--- src/rtl/lds_pkg.sv ---
package lds_pkg;
  typedef enum logic [1:0] {
    PH_RD = 2'd0,
    PH_I1 = 2'd1,
    PH_WR = 2'd2,
    PH_I2 = 2'd3
  } phase_e;
endpackage

--- src/rtl/lds_seq.sv ---
module lds_seq
  import lds_pkg::*;
#(
  parameter int CW = 10
) (
  input  logic          clk,
  input  logic          rst,
  input  logic          start,
  input  logic [CW-1:0] num_steps,
  input  logic          bus_free,
  output phase_e        phase,
  output logic          active,
  output logic          first,
  output logic          done,
  output logic          load,
  output logic          wr_grant
);
  logic [CW-1:0] remain;

  assign load     = start && !active;
  assign wr_grant = active && (phase == PH_WR) && bus_free;

  always_ff @(posedge clk) begin
    if (rst) begin
      active <= 1'b0;
      phase  <= PH_RD;
      remain <= '0;
      first  <= 1'b0;
      done   <= 1'b0;
    end else if (load) begin
      phase  <= PH_RD;
      remain <= num_steps;
      first  <= 1'b1;
      if (num_steps == '0) begin
        active <= 1'b0;
        done   <= 1'b1;
      end else begin
        active <= 1'b1;
        done   <= 1'b0;
      end
    end else if (active) begin
      case (phase)
        PH_RD: if (bus_free) phase <= PH_I1;
        PH_I1: phase <= PH_WR;
        PH_WR: if (bus_free) begin
          phase  <= PH_I2;
          remain <= remain - 1'b1;
          first  <= 1'b0;
        end
        default: begin
          phase <= PH_RD;
          if (remain == '0) begin
            active <= 1'b0;
            done   <= 1'b1;
          end
        end
      endcase
    end
  end

  // while a line runs the block never shows done
  assert_busy_not_done_R8: assert property (@(posedge clk) disable iff (rst)
    (active && !load) |=> (!done || !active));
endmodule

--- src/rtl/lds_ptr.sv ---
module lds_ptr #(
  parameter int AW = 16
) (
  input  logic          clk,
  input  logic          rst,
  input  logic          load,
  input  logic          step,
  input  logic [AW-1:0] c_init,
  input  logic [AW-1:0] d_init,
  input  logic [AW-1:0] a_init,
  input  logic [AW-1:0] c_mod,
  input  logic [AW-1:0] a_inc,
  input  logic          a_en,
  input  logic          row_step,
  input  logic          word_step,
  input  logic          word_dec,
  output logic [AW-1:0] c_ptr,
  output logic [AW-1:0] d_ptr,
  output logic [AW-1:0] a_ptr
);
  localparam logic [AW-1:0] WORD_UP   = AW'(1);
  localparam logic [AW-1:0] WORD_DOWN = {AW{1'b1}};

  logic [AW-1:0] row_delta, word_delta;

  always_comb begin
    row_delta  = row_step ? c_mod : '0;
    word_delta = word_step ? (word_dec ? WORD_DOWN : WORD_UP) : '0;
  end

  always_ff @(posedge clk) begin
    if (rst) begin
      c_ptr <= '0;
      d_ptr <= '0;
      a_ptr <= '0;
    end else if (load) begin
      c_ptr <= c_init;
      d_ptr <= d_init;
      a_ptr <= a_init;
    end else if (step) begin
      c_ptr <= c_ptr + row_delta + word_delta;
      if (a_en) a_ptr <= a_ptr + a_inc;
    end
  end

  // a disabled A channel freezes the A pointer
  assert_a_hold_R6: assert property (@(posedge clk) disable iff (rst)
    (!a_en && !load) |=> $stable(a_ptr));

  // the first-write target never moves during a line
  assert_d_fixed_R3: assert property (@(posedge clk) disable iff (rst)
    !load |=> $stable(d_ptr));
endmodule

--- src/rtl/line_addr_seq.sv ---
module line_addr_seq
  import lds_pkg::*;
#(
  parameter int AW = 16,
  parameter int CW = 10,
  parameter int HW = 6
) (
  input  logic          clk,
  input  logic          rst,
  input  logic          start,
  input  logic [CW-1:0] num_steps,
  input  logic [HW-1:0] hsize,
  input  logic [AW-1:0] c_ptr_in,
  input  logic [AW-1:0] d_ptr_in,
  input  logic [AW-1:0] a_ptr_in,
  input  logic [AW-1:0] c_mod,
  input  logic [AW-1:0] d_mod,
  input  logic [AW-1:0] a_inc,
  input  logic          a_en,
  input  logic          d_en,
  input  logic          row_step,
  input  logic          word_step,
  input  logic          word_dec,
  input  logic          bus_free,
  output logic          req_o,
  output logic          wr_o,
  output logic [AW-1:0] addr_o,
  output logic [AW-1:0] a_ptr_o,
  output logic          busy_o,
  output logic          done_o,
  output logic          hsize_warn_o
);
  localparam logic [HW-1:0] LINE_HSIZE = HW'(2);

  phase_e        phase;
  logic          active, first, done, load, wr_grant;
  logic [AW-1:0] c_ptr, d_ptr;
  logic          warn_q;

  // line mode ignores the D modulo and D enable
  logic unused_line_cfg;
  assign unused_line_cfg = ^{d_en, d_mod};

  lds_seq #(.CW(CW)) u_seq (
    .clk(clk), .rst(rst), .start(start), .num_steps(num_steps),
    .bus_free(bus_free), .phase(phase), .active(active), .first(first),
    .done(done), .load(load), .wr_grant(wr_grant)
  );

  lds_ptr #(.AW(AW)) u_ptr (
    .clk(clk), .rst(rst), .load(load), .step(wr_grant),
    .c_init(c_ptr_in), .d_init(d_ptr_in), .a_init(a_ptr_in),
    .c_mod(c_mod), .a_inc(a_inc), .a_en(a_en),
    .row_step(row_step), .word_step(word_step), .word_dec(word_dec),
    .c_ptr(c_ptr), .d_ptr(d_ptr), .a_ptr(a_ptr_o)
  );

  always_ff @(posedge clk) begin
    if (rst) warn_q <= 1'b0;
    else if (load) warn_q <= (hsize != LINE_HSIZE);
  end

  assign req_o        = active && ((phase == PH_RD) || (phase == PH_WR));
  assign wr_o         = active && (phase == PH_WR);
  assign addr_o       = ((phase == PH_WR) && first) ? d_ptr : c_ptr;
  assign busy_o       = active;
  assign done_o       = done;
  assign hsize_warn_o = warn_q;

  // granted read -> idle slot -> write request
  assert_idle_after_read_R1: assert property (@(posedge clk) disable iff (rst)
    (req_o && !wr_o && bus_free) |=> !req_o ##1 (req_o && wr_o));

  // granted write -> idle slot
  assert_idle_after_write_R1: assert property (@(posedge clk) disable iff (rst)
    (req_o && wr_o && bus_free) |=> !req_o);

  // refused request stays frozen
  assert_stall_hold_R7: assert property (@(posedge clk) disable iff (rst)
    (req_o && !bus_free) |=> (req_o && $stable(wr_o) && $stable(addr_o)));

  // a finished line is quiet
  assert_done_quiet_R8: assert property (@(posedge clk) disable iff (rst)
    done_o |-> (!req_o && !busy_o));
endmodule

--- config.mk ---
export PLATFORM = sky130hd
export DESIGN_NAME = line_addr_seq
export DESIGN_NICKNAME = d
export VERILOG_FILES = /design/src/rtl/lds_pkg.sv /design/src/rtl/lds_seq.sv /design/src/rtl/lds_ptr.sv /design/src/rtl/line_addr_seq.sv
export SDC_FILE = /design/constraint.sdc
export NUM_CORES = 1
export LEC_CHECK = 0
export ABC_AREA = 1
export BUFFER_PORTS_ARGS = -buffer_cell sky130_fd_sc_hd__buf_2
export CAP_MARGIN = 0
export CORE_MARGIN = 2
export CORE_UTILIZATION = 58
export CTS_BUF_LIST = sky130_fd_sc_hd__clkbuf_2 sky130_fd_sc_hd__clkbuf_4 sky130_fd_sc_hd__clkbuf_8
export DETAILED_ROUTE_END_ITERATION = 12
export PLACE_DENSITY = 0.91
export SLEW_MARGIN = 20
export SYNTH_ARGS = -nofsm -noshare
export SYNTH_HDL_FRONTEND = slang
export SYNTH_SLANG_ARGS = --single-unit
--- constraint.sdc ---
create_clock -name clk -period 7.8 [get_ports clk]
set_input_delay 0 -clock clk [delete_from_list [all_inputs] [get_ports clk]]
set_output_delay 0 -clock clk [all_outputs]
set_load 0.02 [all_outputs]
After elaboration in Yosys (flattened, before gate mapping):

Cells that the tools add are included.

* $add $sub $neg: 4
* eq/ne operators: 6
* multiplexer cells: 30
* reduce and logical (&&, ||, !) cells: 22

Operators with widths (count)
* two-way mux 16 bit: 9
* adder 16 bit: 3
* two-way mux 10 bit: 4
* logical NOT 10 bit: 2
* two-way mux 1 bit: 14
* nonzero test 2 bit: 6
* subtractor 10 x 1 -> 10 bit, second input constant: 1
* AND reduction 3 bit: 3
* != test 6 x 2 -> 1 bit, second input constant: 1
* one-hot mux 2 bit (3 select lines): 1
* logical AND 1 bit: 5
* two-way mux 2 bit: 2
* != test 2 bit, second input constant: 2
* OR reduction 3 bit: 1
* == test 2 x 1 -> 1 bit, second input constant: 1
* == test 2 bit, second input constant: 1
* logical NOT 2 bit: 1
* != test 2 x 1 -> 1 bit, second input constant: 1
* AND reduction 2 bit: 1
* OR reduction 2 bit: 1
* logical NOT 1 bit: 1
* logical OR 1 bit: 1

* register bits: 64
* input bits: 121
* output and inout port bits: 37
* word-level logic and storage cells: 71

Depth between registers and ports, before layout:

Gate-level depths: netlist (run 1).

* depth in word-level cells: 5
* mapped depth: 17
* mapped depth without buffers: 16

Hierarchy:

A second synthesis (run 1) with hierarchy kept.

* cells, all modules: 791
* area, all modules: 5248.8 µm²

By module, submodules not included
* lds_ptr: instances 1, cells each 598, area an instance 3970.1 µm², sequential area each 960.9 µm²
* lds_seq: instances 1, cells each 128, area an instance 892.1 µm², sequential area each 300.3 µm²
* line_addr_seq: instances 1, cells each 65, area an instance 386.6 µm², sequential area each 20.0 µm²

Worst setup path before layout (run 1):

Ideal clock, no wire load.

* path type: in2reg
* from: input port word_step
* to: register u_ptr.c_ptr[15]
* library setup time: 0.132 ns
* data arrival time: 2.439 ns
* required time: 7.668 ns
* slack: 5.229 ns
* cell stages on the path: 16
* path buffers: 0
* path through: nand2_1 -> fa_1 -> inv_1 -> ha_1 -> inv_1 -> fa_1 -> inv_1 -> nand3_1 -> nand3_1 -> nand2_1 -> nand2_1 -> nand2_1 -> nand2_1 -> nand2_1 -> nand3_1 -> a21oi_1

* word-level cells in the longest chain between the ends: 4

RTL lines
* start, declared: line line_addr_seq.sv:22 `input logic word_step,`
* two-way mux 16 bit: line lds_ptr.sv:28 `word_delta = word_step ? (word_dec ? WORD_DOWN : WORD_UP) : '0;`
* adder 16 bit: line lds_ptr.sv:41 `c_ptr <= c_ptr + row_delta + word_delta;`
* two-way mux 16 bit: line lds_ptr.sv:40 `end else if (step) begin`
* two-way mux 16 bit: line lds_ptr.sv:36 `end else if (load) begin`
* end signal, assigned: line lds_ptr.sv:37 `c_ptr <= c_init;`
* end signal, assigned: line lds_ptr.sv:41
* end, declared: line lds_ptr.sv:17 `output logic [AW-1:0] c_ptr,`

No other way between the ends. The select of a mux whose other input is x is not followed.
A chain may end at the register's enable or synchronous reset.

Worst setup path after layout (run 1):

* from: register u_seq.active
* to: register warn_q, in the netlist hsize_warn_o

* word-level cells in the longest chain between the ends: 2

RTL lines
* start, declared: line lds_seq.sv:12 `output logic active,`
* start signal, assigned: line lds_seq.sv:25 `active <= 1'b0;`
* start signal, assigned: line lds_seq.sv:35 `active <= 1'b0;`
* start signal, assigned: line lds_seq.sv:38 `active <= 1'b1;`
* logical NOT 1 bit: line lds_seq.sv:20 `assign load = start && !active;`
* logical AND 1 bit: line lds_seq.sv:20
* end signal, assigned: line line_addr_seq.sv:60 `else if (load) warn_q <= (hsize != LINE_HSIZE);`
* end, declared: line line_addr_seq.sv:38 `logic warn_q;`

No other way between the ends.

==> reports/qor.yml, run 1 <==
clocking:
  clkTransAtPathRegs_ps: 80
  clock_latency_ps: 350
  root_buffer: "clkbuf_8"
  cts_buffer_depth: 2
  post-cts-setup-buffers: 0
  cts_tree: "built"
  cts_sinks: 64
  cts_buffers: 9
  h-tree-depth: 3
sta:
  finalSetupViolCount: 0
  worst_pin_slew_ps: 1000
  fin_crit_sh_pct: 38.7
  hold_viol_final: 0
  setup_ws_ps: 4780
  slew-limit-headroom_pct: 32.9
  rsz0062_at_grt: "false"
  fmaxAchievable_ghz: 0.332
  fin_tns_setup_ps: 0
  drv_slew: 0
  fin_skew_ps: 15.7
  period_minus_slack_ps: 3020
floorplanning:
  core_area_sq_mm: 0.00872
  row_count: 34
  io-pin-count: 158
  die_h_um: 99.0
  start_util_pct: 60.0
  die-area_sq_mm: 0.00980
  die_w_um: 99.0
logic_synthesis:
  synth_ff_type: "dfxtp_1"
  synthCells: 820
  syn_area_per_cell_sq_um: 6.38
  async_reset_ff_share_pct: 0
  synth_cell_types: 37
  synth_edf_count: 0
  syn-cell-area_sq_mm: 0.00523
  ys_ff_latch: 64
  syn-num-nets: 991
  ys_warn_count: 0
  ys_seq_area_share_pct: 24.5
placement:
  pre_cts_ws_ps: 5130
  io_buffers: 140
  hpwl_mm: 10.8
  place_congestion: 0.922
detailed_routing:
  route.detailed.drc: 0
  viasPerCell: 5.49
  drt-initial-drc-count: 396
  vias: 6054
  firstDrtPassIters: 6
  drt.antenna.violating_nets: 0
  drt-wirelength-per-cell_um: 14.8
  wl_mm: 16.3
global_routing:
  grt_max_degree: 38
  grt_pass1_wl_mm: 26.2
  grt_pass1_vias: 5817
  grt_usage_pct: 33.0
  grt_overflow: 0
  antenna_found_initial: 0
status:
  outcome: "finished clean"
cells_and_area:
  final_common_cell: "nand2_1"
  final_cell_mix: "nand2_1 (219), inv_1 (141), buf_2 (140), nor2_1 (89), dfxtp_1 (64)"
  area_delta_synth_final_pct: 26.3
  antenna_cells: 0
  drive_gt1_share_pct: 16.7
  final_nets: 1161
hold_path:
  min_path_cells: 4
  hold_path_class: "primary input to flop"
worst_setup_path:
  cp-start-kind: "flop"
  path_max_fanout: 37
  critPathCapture: "hsize_warn_o"
  cp.arrival_ps: 3300
  path_class: "flop to flop"
  reg2reg_to: "hsize_warn_o"
  reg2reg_slack_ps: 4780
  end_kind: "flop"
  critPathLaunch: "u_seq.active"
  crit_required_ps: 8080
  r2r_cells: 7
  reg2reg_from: "u_seq.active"
power_and_ir_drop:
  max-vdd-ir-drop_mv: 0.126
  power.total_mw: 1.09
  p_leak_nw: 3.65
  cellPowerDensity_mw_per_mm2: 166
job:
  cap_viol_max_count: 0
-- worst min-delay path by stage --
stage	startpoint	to	slack, ps
after global routing	a_ptr_in[11]	u_ptr.a_ptr[11]	40
final	a_ptr_in[11]	u_ptr.a_ptr[11]	30
after detailed placement	hsize[1]	hsize_warn_o	240
after floorplan	hsize[1]	hsize_warn_o	140
after global placement	hsize[1]	hsize_warn_o	240
after CTS	a_ptr_in[11]	u_ptr.a_ptr[11]	20
-- synth_stat cells (all sizes together) (2+ instances only) --
cell / instances / area [sq um]
ha: 33 / 413
xor2: 13 / 114
buf: 16 / 90.1
nor2: 91 / 374
nor3: 4 / 20.0
clkbuf: 10 / 37.5
xnor2: 3 / 26.3
o21a: 3 / 22.5
dfxtp: 64 / 1280
and2: 3 / 18.8
nor4: 3 / 18.8
a21oi: 55 / 275
nand4: 6 / 37.5
nand2: 221 / 840
nand3b: 2 / 15.0
fa: 17 / 340
a211oi: 6 / 45.0
inv: 143 / 537
o21bai: 4 / 30.0
a22o: 10 / 87.6
nand3: 48 / 240
or2: 2 / 12.5
a31oi: 19 / 119
o21ai: 39 / 199
-- registers in the layout, summed over array words and instances, names as in the netlist --
register	count
u_ptr.a_ptr	16
u_seq.active	1
u_seq.remain	10
u_ptr.d_ptr	16
u_seq.phase	2
u_ptr.c_ptr	16
hsize_warn_o	1
u_seq.first	1
u_seq.done	1
-- where the power goes --
| part | total (mW) | internal, mW | switching, mW | leakage [nW] |
|---|---|---|---|---|
| combinational | 0.390 | 0.150 | 0.240 | 3.00 |
| sequential | 0.369 | 0.353 | 0.0163 | 0.528 |
| clock | 0.335 | 0.199 | 0.136 | 0.116 |
| total | 1.09 | 0.702 | 0.393 | 3.65 |
-- what timing repair did --
item | CTS | global route
gates resized for setup | 0 | 0
hold buffers | 43 | 0
endpoints found under the hold margin | 42 | 0
-- critical path, stage by stage, from the launching register on --
cell and delay, ps:
dfxtp_1 350, inv_1 120, nand2_2 410, inv_2 540
buf_4 490, o21ai_0 170, a41oi_1 240, dlygate4sd3_1 590
-- logic make-up (layout without fill, tap and decap cells) --
| group | count (synthesis) | count (layout) | share of synthesized area (%) |
|---|---|---|---|
| AND/OR/NAND/NOR | 381 | 381 | 30.3 |
| buffers and inverters | 169 | 343 | 12.7 |
| AO/OA/AOI/OAI | 140 | 140 | 15.5 |
| flip-flops | 64 | 64 | 24.5 |
| adder cells (fa/ha/maj) | 50 | 50 | 14.4 |
| XOR/XNOR | 16 | 16 | 2.68 |
-- final cells by class --
| cell class | count | area (sq um) |
|---|---|---|
| Clock inverter | 3 | 65.1 |
| Inverter | 143 | 537 |
| Clock buffer | 12 | 159 |
| Fill cell | 642 | 2110 |
| Timing Repair Buffer | 185 | 1150 |
| Sequential cell | 64 | 1280 |
| Tap cell | 108 | 135 |
| Multi-Input combinational cell | 587 | 3290 |
-- per-stage QoR --
stage	instances	utilization, %	hold WS, ps	instance area, sq um
floorplan	820	-	140	5230
global placement	1044	68.3	241	5950
detailed placement	1044	68.3	244	5950
CTS	1102	75.8	21.3	6610
global route	1102	75.8	42.3	6610
finish	1102	75.8	33.0	6610
-- per-layer routing --
metal | wire length [um] | GRT usage [%] | vias up
met5 | 0 | 0 | -
met4 | 746 | 18.3 | 0
met3 | 1270 | 5.67 | 74
met2 | 7680 | 54.9 | 322
met1 | 6560 | 40.5 | 2719
li1 | - | - | 2939
No activity file was read; power rests on OpenSTA's default activity.
==> run 2: changes to the inputs <==
CORE_UTILIZATION = 54   (was 58)
PLACE_DENSITY = 0.85   (was 0.91)
clock period = 3.1 ns   (was 7.8 ns; I/O delays follow)
==> run 2 against run 1 <==
  * Total power increased by 150%
  * Sequential share of layout area decreased by 0.13 points
  * Critical path depth increased by 8
  * Critical path type unchanged
  * Critical endpoint is now u_ptr.c_ptr[15]
  * Largest power group unchanged
==> reports/qor.yml, run 2 (same netlist as run 1, synthesis figures left out) <==
status:
  outcome: "finished clean"
sta:
  drv_slew: 0  # unchanged
  period_minus_slack_ps: 2580  # -436 ps
  fin_tns_setup_ps: 0  # unchanged
  fin_crit_sh_pct: 83.2  # +45 points
  setup_ws_ps: 520  # -4260 ps
  hold_viol_final: 0  # unchanged
  fin_skew_ps: 15.4  # -0.353 ps
  whs_ps: 6.39  # -26.6 ps
  slew-limit-headroom_pct: 33.5  # +0.55 points
  rsz0062_at_grt: "false"
  worst_pin_slew_ps: 995  # -8.17 ps
  finalSetupViolCount: 0  # unchanged
  fmaxAchievable_ghz: 0.388  # +17%
clocking:
  cts_buffer_depth: 2  # unchanged
  cts_sinks: 64  # unchanged
  cts-resized-gates: 0  # unchanged
  root_buffer: "clkbuf_8"
  cts_buffers: 9  # unchanged
  h-tree-depth: 3  # unchanged
  cts_tree: "built"
  clkTransAtPathRegs_ps: 80  # about the same
  clock_latency_ps: 350  # about the same
worst_setup_path:
  crit_path_top_delay_cell: "fa_1"
  slowest_delay_ps: 470  # -120 ps
  end_kind: "flop"
  crit_required_ps: 3370  # -4710 ps
  cp-start-kind: "flop"
  path_max_fanout: 4  # -89%
  path_class: "flop to flop"
  cp_top_family: "adder cells"
  path_buf_inv: 4  # unchanged
  cp.arrival_ps: 2850  # -450 ps
  cp_cell_sequence: "inv_1 -> fa_1 -> inv_1 -> ha_1 -> inv_1 -> fa_1 -> inv_1 -> nand3_1 -> nand3_1 -> nand2_1 -> nand2_1 -> nand2_1 -> nand3_1 -> nand3_1 -> a21oi_1"
floorplanning:
  io-pin-count: 158  # unchanged
  row_count: 35  # +2.9%
  die_w_um: 102  # +3.5%
  die-area_sq_mm: 0.0105  # +7.1%
  die_h_um: 102  # +3.5%
  core_area_sq_mm: 0.00933  # +7.0%
  start_util_pct: 56.1  # -3.9 points
detailed_routing:
  wl_mm: 14.8  # -9.0%
  firstDrtPassIters: 5  # -1
  vias: 5741  # -5.2%
  route.detailed.drc: 0  # unchanged
  drt-wirelength-per-cell_um: 13.1  # -11%
  drt-initial-drc-count: 306  # -23%
  viasPerCell: 5.09  # -7.3%
  drt.antenna.violating_nets: 0  # unchanged
cells_and_area:
  design_area_sq_mm: 0.00666  # +0.70%
  final_nets: 1164  # +0.26%
  drive_gt1_share_pct: 17.1  # +0.43 points
  fillers: 750  # +17%
  reg_top3: "u_ptr.a_ptr (16), u_ptr.c_ptr (16), u_ptr.d_ptr (16)"
  antenna_cells: 0  # unchanged
  seq_area_sq_mm: 0.00128  # unchanged
  multi_input_area_sq_mm: 0.00329  # unchanged
  final_cells: 1127  # +2.3%
  area_delta_synth_final_pct: 27.2
  final_cell_mix: "nand2_1 (219), inv_1 (141), buf_2 (140), nor2_1 (89), dfxtp_1 (64)"
  final_util_pct: 71.3  # -4.4 points
  final_common_cell: "nand2_1"
power_and_ir_drop:
  p_leak_nw: 3.65  # +0.20%
  max-vdd-ir-drop_mv: 0.288  # +130%
  cellPowerDensity_mw_per_mm2: 409  # +150%
  power.total_mw: 2.72  # +150%
global_routing:
  antenna_found_initial: 0  # unchanged
  grt_usage_pct: 29.6  # -3.4 points
  grt_overflow: 0  # unchanged
  grt_pass1_wl_mm: 24.7  # -5.8%
  grt_max_degree: 38  # unchanged
  grt_pass1_vias: 5507  # -5.3%
placement:
  place_inst: 1069  # +2.4%
  place_area_sq_mm: 0.00601  # +0.95%
  io_buffers: 140  # unchanged
  hpwl_mm: 10.8  # -0.24%
  place_congestion: 0.913  # -0.96%
  pre_cts_ws_ps: 546  # -4580 ps
hold_path:
  hold_path_class: "primary input to flop"
job:
  cap_viol_max_count: 0  # unchanged
## run 2: cell count changes in the layout (fill, tap and decap cells not counted)
cell / before / now
clkinv_2: 1 / 0
inv_6: 0 / 1
buf_4: 2 / 6
clkinvlp_4: 0 / 2
dlygate4sd3_1: 43 / 42
clkinv_4: 0 / 1
clkbuf_8: 11 / 9
## run 2: cell type report
class	count	area share [%]
multi-input combinational	587	49.4
clock inverter	6	1.39
timing repair buffer	188	17.5
clock buffer	10	1.97
sequential	64	19.3
inverter	143	8.07
tap	129	2.43
## run 2: routing by layer
| layer | part of all wire (%) | GRT usage [%] | up-vias |
|---|---|---|---|
| met5 | 0 | 0 | - |
| met4 | 1.0 | 6.36 | 0 |
| met3 | 6.8 | 5.27 | 14 |
| met2 | 47 | 49.8 | 192 |
| met1 | 45 | 39.8 | 2584 |
| li1 | - | - | 2951 |
## run 2: where the power goes
| part | switching (mW) | internal [mW] | total [mW] |
|---|---|---|---|
| sequential | 0.0410 | 0.888 | 0.929 |
| clock | 0.370 | 0.466 | 0.836 |
| combinational | 0.579 | 0.379 | 0.958 |
## run 2: timing repair
action,4_1_cts,5_1_grt
hold endpoints to repair,40,0
hold buffers,42,0
buffers inserted,0,0
## run 2: path summary, 6_finish.rpt
| path | to | cells after the start | slack (ps) | start |
|---|---|---|---|---|
| worst max-delay path | u_ptr.c_ptr[15] | 15 | 520 | u_ptr.c_ptr[1] |
| worst min-delay path | u_ptr.c_ptr[3] | 5 | 6 | c_ptr_in[3] |
| worst max register to register | u_ptr.c_ptr[15] | 15 | 520 | u_ptr.c_ptr[1] |
| worst min register to register | u_seq.first | 2 | 470 | u_seq.first |
## run 2: worst reg2reg max path: stages, from the launching register on
cell	delay, ps
dfxtp_1	330
inv_1	70
fa_1	470
inv_1	70
ha_1	200
inv_1	70
fa_1	400
inv_1	90
nand3_1	70
nand3_1	160
nand2_1	70
nand2_1	100
nand2_1	100
nand3_1	110
nand3_1	90
a21oi_1	130
==> run 3: changes to the inputs <==
ABC_AREA = 0   (was 1)
CORE_UTILIZATION = 53   (was 54)
clock period = 2.5 ns   (was 3.1 ns; I/O delays follow)
==> run 3 against run 2 <==
  * Sequential power is 23% higher
  * Combinational power grew 25%
  * The run now ends with negative setup slack left
  * Clock-buffer cell count rose by 2
  * Register-to-register slack lost 700 ps
  * First-iteration DRC count decreased by 6.2%
  * Synthesized cell count decreased by 24%
  * Utilization increased by 4.2 points
  * Setup slack worse by 700 ps
  * Highest routed layer unchanged
==> reports/qor.yml, run 3 <==
status:
  outcome: "finished with violations"
  violations: "negative setup slack"
detailed_routing:
  drt-wirelength-per-cell_um: 17.7  # +35%
  wl_met3_mm: 1.39  # +37%
  drt-initial-drc-count: 287  # -6.2%
  viasPerCell: 6.06  # +19%
  vias: 5811  # +1.2%
  highest_layer: "met4"
  firstDrtPassIters: 5  # unchanged
  met2_wirelength_mm: 8.58  # +23%
  drt.antenna.violating_nets: 0  # unchanged
  wl_met1_mm: 6.23  # -6.0%
  wl_mm: 16.9  # +14%
  route.detailed.drc: 0  # unchanged
logic_synthesis:
  yosys.area_share.xor_xnor_pct: 3.03  # +0.35 points
  synth_simple_gate_area_share_pct: 19.0  # -11 points
  synthMuxAreaShare_pct: 4.51  # +4.5 points
  synth_ff_type: "dfxtp_1"
  synth_top_cells_by_count: "nand2_1 (92), dfxtp_1 (64), a21oi_1 (57), inv_1 (57), nor2_1 (45)"
  syn-cell-area_sq_mm: 0.00491  # -6.1%
  synth_top_cell_by_area: "dfxtp_1"
  synth_cell_types: 74  # +100%
  synthCells: 622  # -24%
  async_reset_ff_share_pct: 0  # unchanged
  synth_edf_count: 0  # unchanged
  yosysMostFrequentCell: "nand2_1"
  yosys-top-cells-area: "dfxtp_1 (26%), ha_1 (8.4%), nand2_1 (7.0%), fa_1 (6.9%), a21oi_1 (5.8%)"
  ys_warn_count: 0  # unchanged
  yosys.area_share.adder_pct: 15.3  # +0.93 points
  ys_seq_area_share_pct: 26.1  # +1.6 points
  synth_top_family_by_area: "compound AO/OA/AOI/OAI gates"
  ys_ff_latch: 64  # unchanged
  synth-compound-area-share_pct: 25.2  # +9.7 points
  syn-num-nets: 793  # -20%
  synth_top_area_share_pct: 26.1  # +1.6 points
  syn_area_per_cell_sq_um: 7.90  # +24%
cells_and_area:
  fillers: 640  # -15%
  reg_top3: "u_ptr.a_ptr (16), u_ptr.c_ptr (16), u_ptr.d_ptr (16)"
  final_util_pct: 75.5  # +4.2 points
  final_cell_mix: "buf_2 (140), nand2_1 (91), dfxtp_1 (59), a21oi_1 (55), dlygate4sd3_1 (53)"
  drive_gt1_share_pct: 31.6  # +15 points
  area_delta_synth_final_pct: 40.0
  final_nets: 1014  # -13%
  final_common_cell: "buf_2"
clocking:
  root_buffer: "clkbuf_8"
  cts_buffers: 9  # unchanged
  clock_latency_ps: 340  # about the same
  h-tree-depth: 3  # unchanged
  cts_buffer_depth: 2  # unchanged
  cts_sinks: 64  # unchanged
  cts_tree: "built"
  clkTransAtPathRegs_ps: 80  # about the same
worst_setup_path:
  end_kind: "flop"
  crit_path_top_delay_cell: "fa_1"
  path_class: "flop to flop"
  cp_top_family: "adder cells"
  cp.arrival_ps: 2940  # +90 ps
  cp_cell_sequence: "inv_2 -> fa_1 -> inv_2 -> ha_4 -> inv_2 -> fa_2 -> nor2b_4 -> o31a_1 -> o21a_1 -> o211ai_1 -> a2111o_1 -> o221ai_2"
  crit_required_ps: 2760  # -610 ps
  slowest_delay_ps: 460  # about the same
  cp-start-kind: "flop"
  cp_common_cell: "inv_2"
  path_max_fanout: 3  # -1
  path_buf_inv: 3  # -1
global_routing:
  grt_pass1_vias: 5938  # +7.8%
  grt_max_degree: 66  # +74%
  grt_overflow: 0  # unchanged
  grt_usage_pct: 32.8  # +3.3 points
  antenna_found_initial: 0  # unchanged
  grt_pass1_wl_mm: 26.6  # +7.8%
job:
  cap_viol_max_count: 0  # unchanged
sta:
  period_minus_slack_ps: 2680  # +100 ps
  worst_pin_slew_ps: 757  # -238 ps
  slew-limit-headroom_pct: 49.5  # +16 points
  hold_viol_final: 0  # unchanged
  whs_ps: 21.5  # +15.1 ps
  setup_ws_ps: -180  # -700 ps
  finalSetupViolCount: 7  # +7
  fin_crit_sh_pct: 107  # +24 points
  rsz0062_at_grt: "true"
  fmaxAchievable_ghz: 0.373  # -3.7%
  drv_slew: 0  # unchanged
  fin_skew_ps: 10.5  # -4.86 ps
  fin_tns_setup_ps: -748  # -748 ps
placement:
  io_buffers: 140  # unchanged
  hpwl_mm: 11.3  # +5.2%
  place_congestion: 0.992  # +8.6%
  pre_cts_ws_ps: -149  # -695 ps
floorplanning:
  die-area_sq_mm: 0.0101  # -4.1%
  die_h_um: 100  # -2.1%
  core_area_sq_mm: 0.00911  # -2.3%
  io-pin-count: 158  # unchanged
  row_count: 35  # unchanged
  die_w_um: 100  # -2.1%
  start_util_pct: 54.0  # -2.1 points
power_and_ir_drop:
  p_leak_nw: 3.19  # -13%
  power.total_mw: 3.30  # +21%
  max-vdd-ir-drop_mv: 0.272  # -5.6%
  cellPowerDensity_mw_per_mm2: 479  # +17%
hold_path:
  hold_path_class: "primary input to flop"
==> run 3: cell types whose count changed after synthesis, moves of 10 or more <==
cell,delta
nor3_1,+10
nor2_1,-44
inv_1,-84
mux2_2,+17
a22o_1,-10
nand2_1,-127
nand3_1,-42
a22oi_1,+11
clkbuf_1,+10
o21ai_0,-13
a31oi_1,-14
==> run 3: power breakdown <==
part | total [mW] | internal, mW | switching (mW)
Clock | 0.950 | 0.534 | 0.416
Sequential | 1.14 | 1.09 | 0.0533
Combinational | 1.20 | 0.558 | 0.647
==> run 3: area by class of cell <==
type | instances | area [sq um] | area share, %
well taps | 111 | 139 | 2.02
inverters | 57 | 214 | 3.11
flip-flops and latches | 64 | 1290 | 18.7
multi-input cells | 472 | 3440 | 50.1
repair buffers | 239 | 1590 | 23.1
diodes | 1 | 2.50 | 0.0364
clock inverters | 3 | 40.0 | 0.582
clock buffers | 12 | 165 | 2.40
==> run 3: metrics by stage <==
| stage | instances | area [sq um] |
|---|---|---|
| after CTS | 956 | 6790 |
| after global placement | 889 | 6040 |
| after floorplan | 622 | 4980 |
| after global routing | 958 | 6880 |
| final | 959 | 6880 |
| after detailed placement | 889 | 6040 |
==> run 3: path summary, 6_finish.rpt <==
check / start / end / slack [ps] / cells past startpoint
worst min-delay path: c_ptr_in[15] / u_ptr.c_ptr[15] / 20 / 3
worst min register to register: u_ptr.d_ptr[13] / u_ptr.d_ptr[13] / 460 / 2
worst max-delay path: u_ptr.c_ptr[1] / u_ptr.c_ptr[9] / -180 / 12
worst max register to register: u_ptr.c_ptr[1] / u_ptr.c_ptr[9] / -180 / 12
==> run 3: kinds of logic (layout without fill, tap and decap cells) <==
| group | count (synthesis) | count (layout) |
|---|---|---|
| other cells | 0 | 1 |
| buf+inv | 86 | 311 |
| mux | 20 | 20 |
| simple gates | 201 | 201 |
| flops | 64 | 64 |
| xor+xnor | 17 | 17 |
| fa+ha+maj | 50 | 50 |
| compound gates | 184 | 184 |
==> run 3: worst reg2reg max path, cell delays in order (launching register included) <==
cell	delay, ps
dfxtp_2	350
inv_2	40
fa_1	460
inv_2	90
ha_4	160
inv_2	40
fa_2	360
nor2b_4	130
o31a_1	220
o21a_1	170
o211ai_1	120
a2111o_1	400
o221ai_2	60
==> run 3: layer usage <==
layer  up-vias  GRT usage, %
met1      2751          36.6
li1       2654             -
met2       329          58.9
met4         0          17.2
met3        77          6.48
met5         -             0
==> run 3: repair_timing <==
item / 4_1_cts / 5_1_grt
gates resized for setup: 6 / 17
endpoints found under the setup margin: 8 / 10
hold buffers: 52 / 1
setup buffers: 0 / 1
endpoints found under the hold margin: 50 / 1
pin swaps: 6 / 11
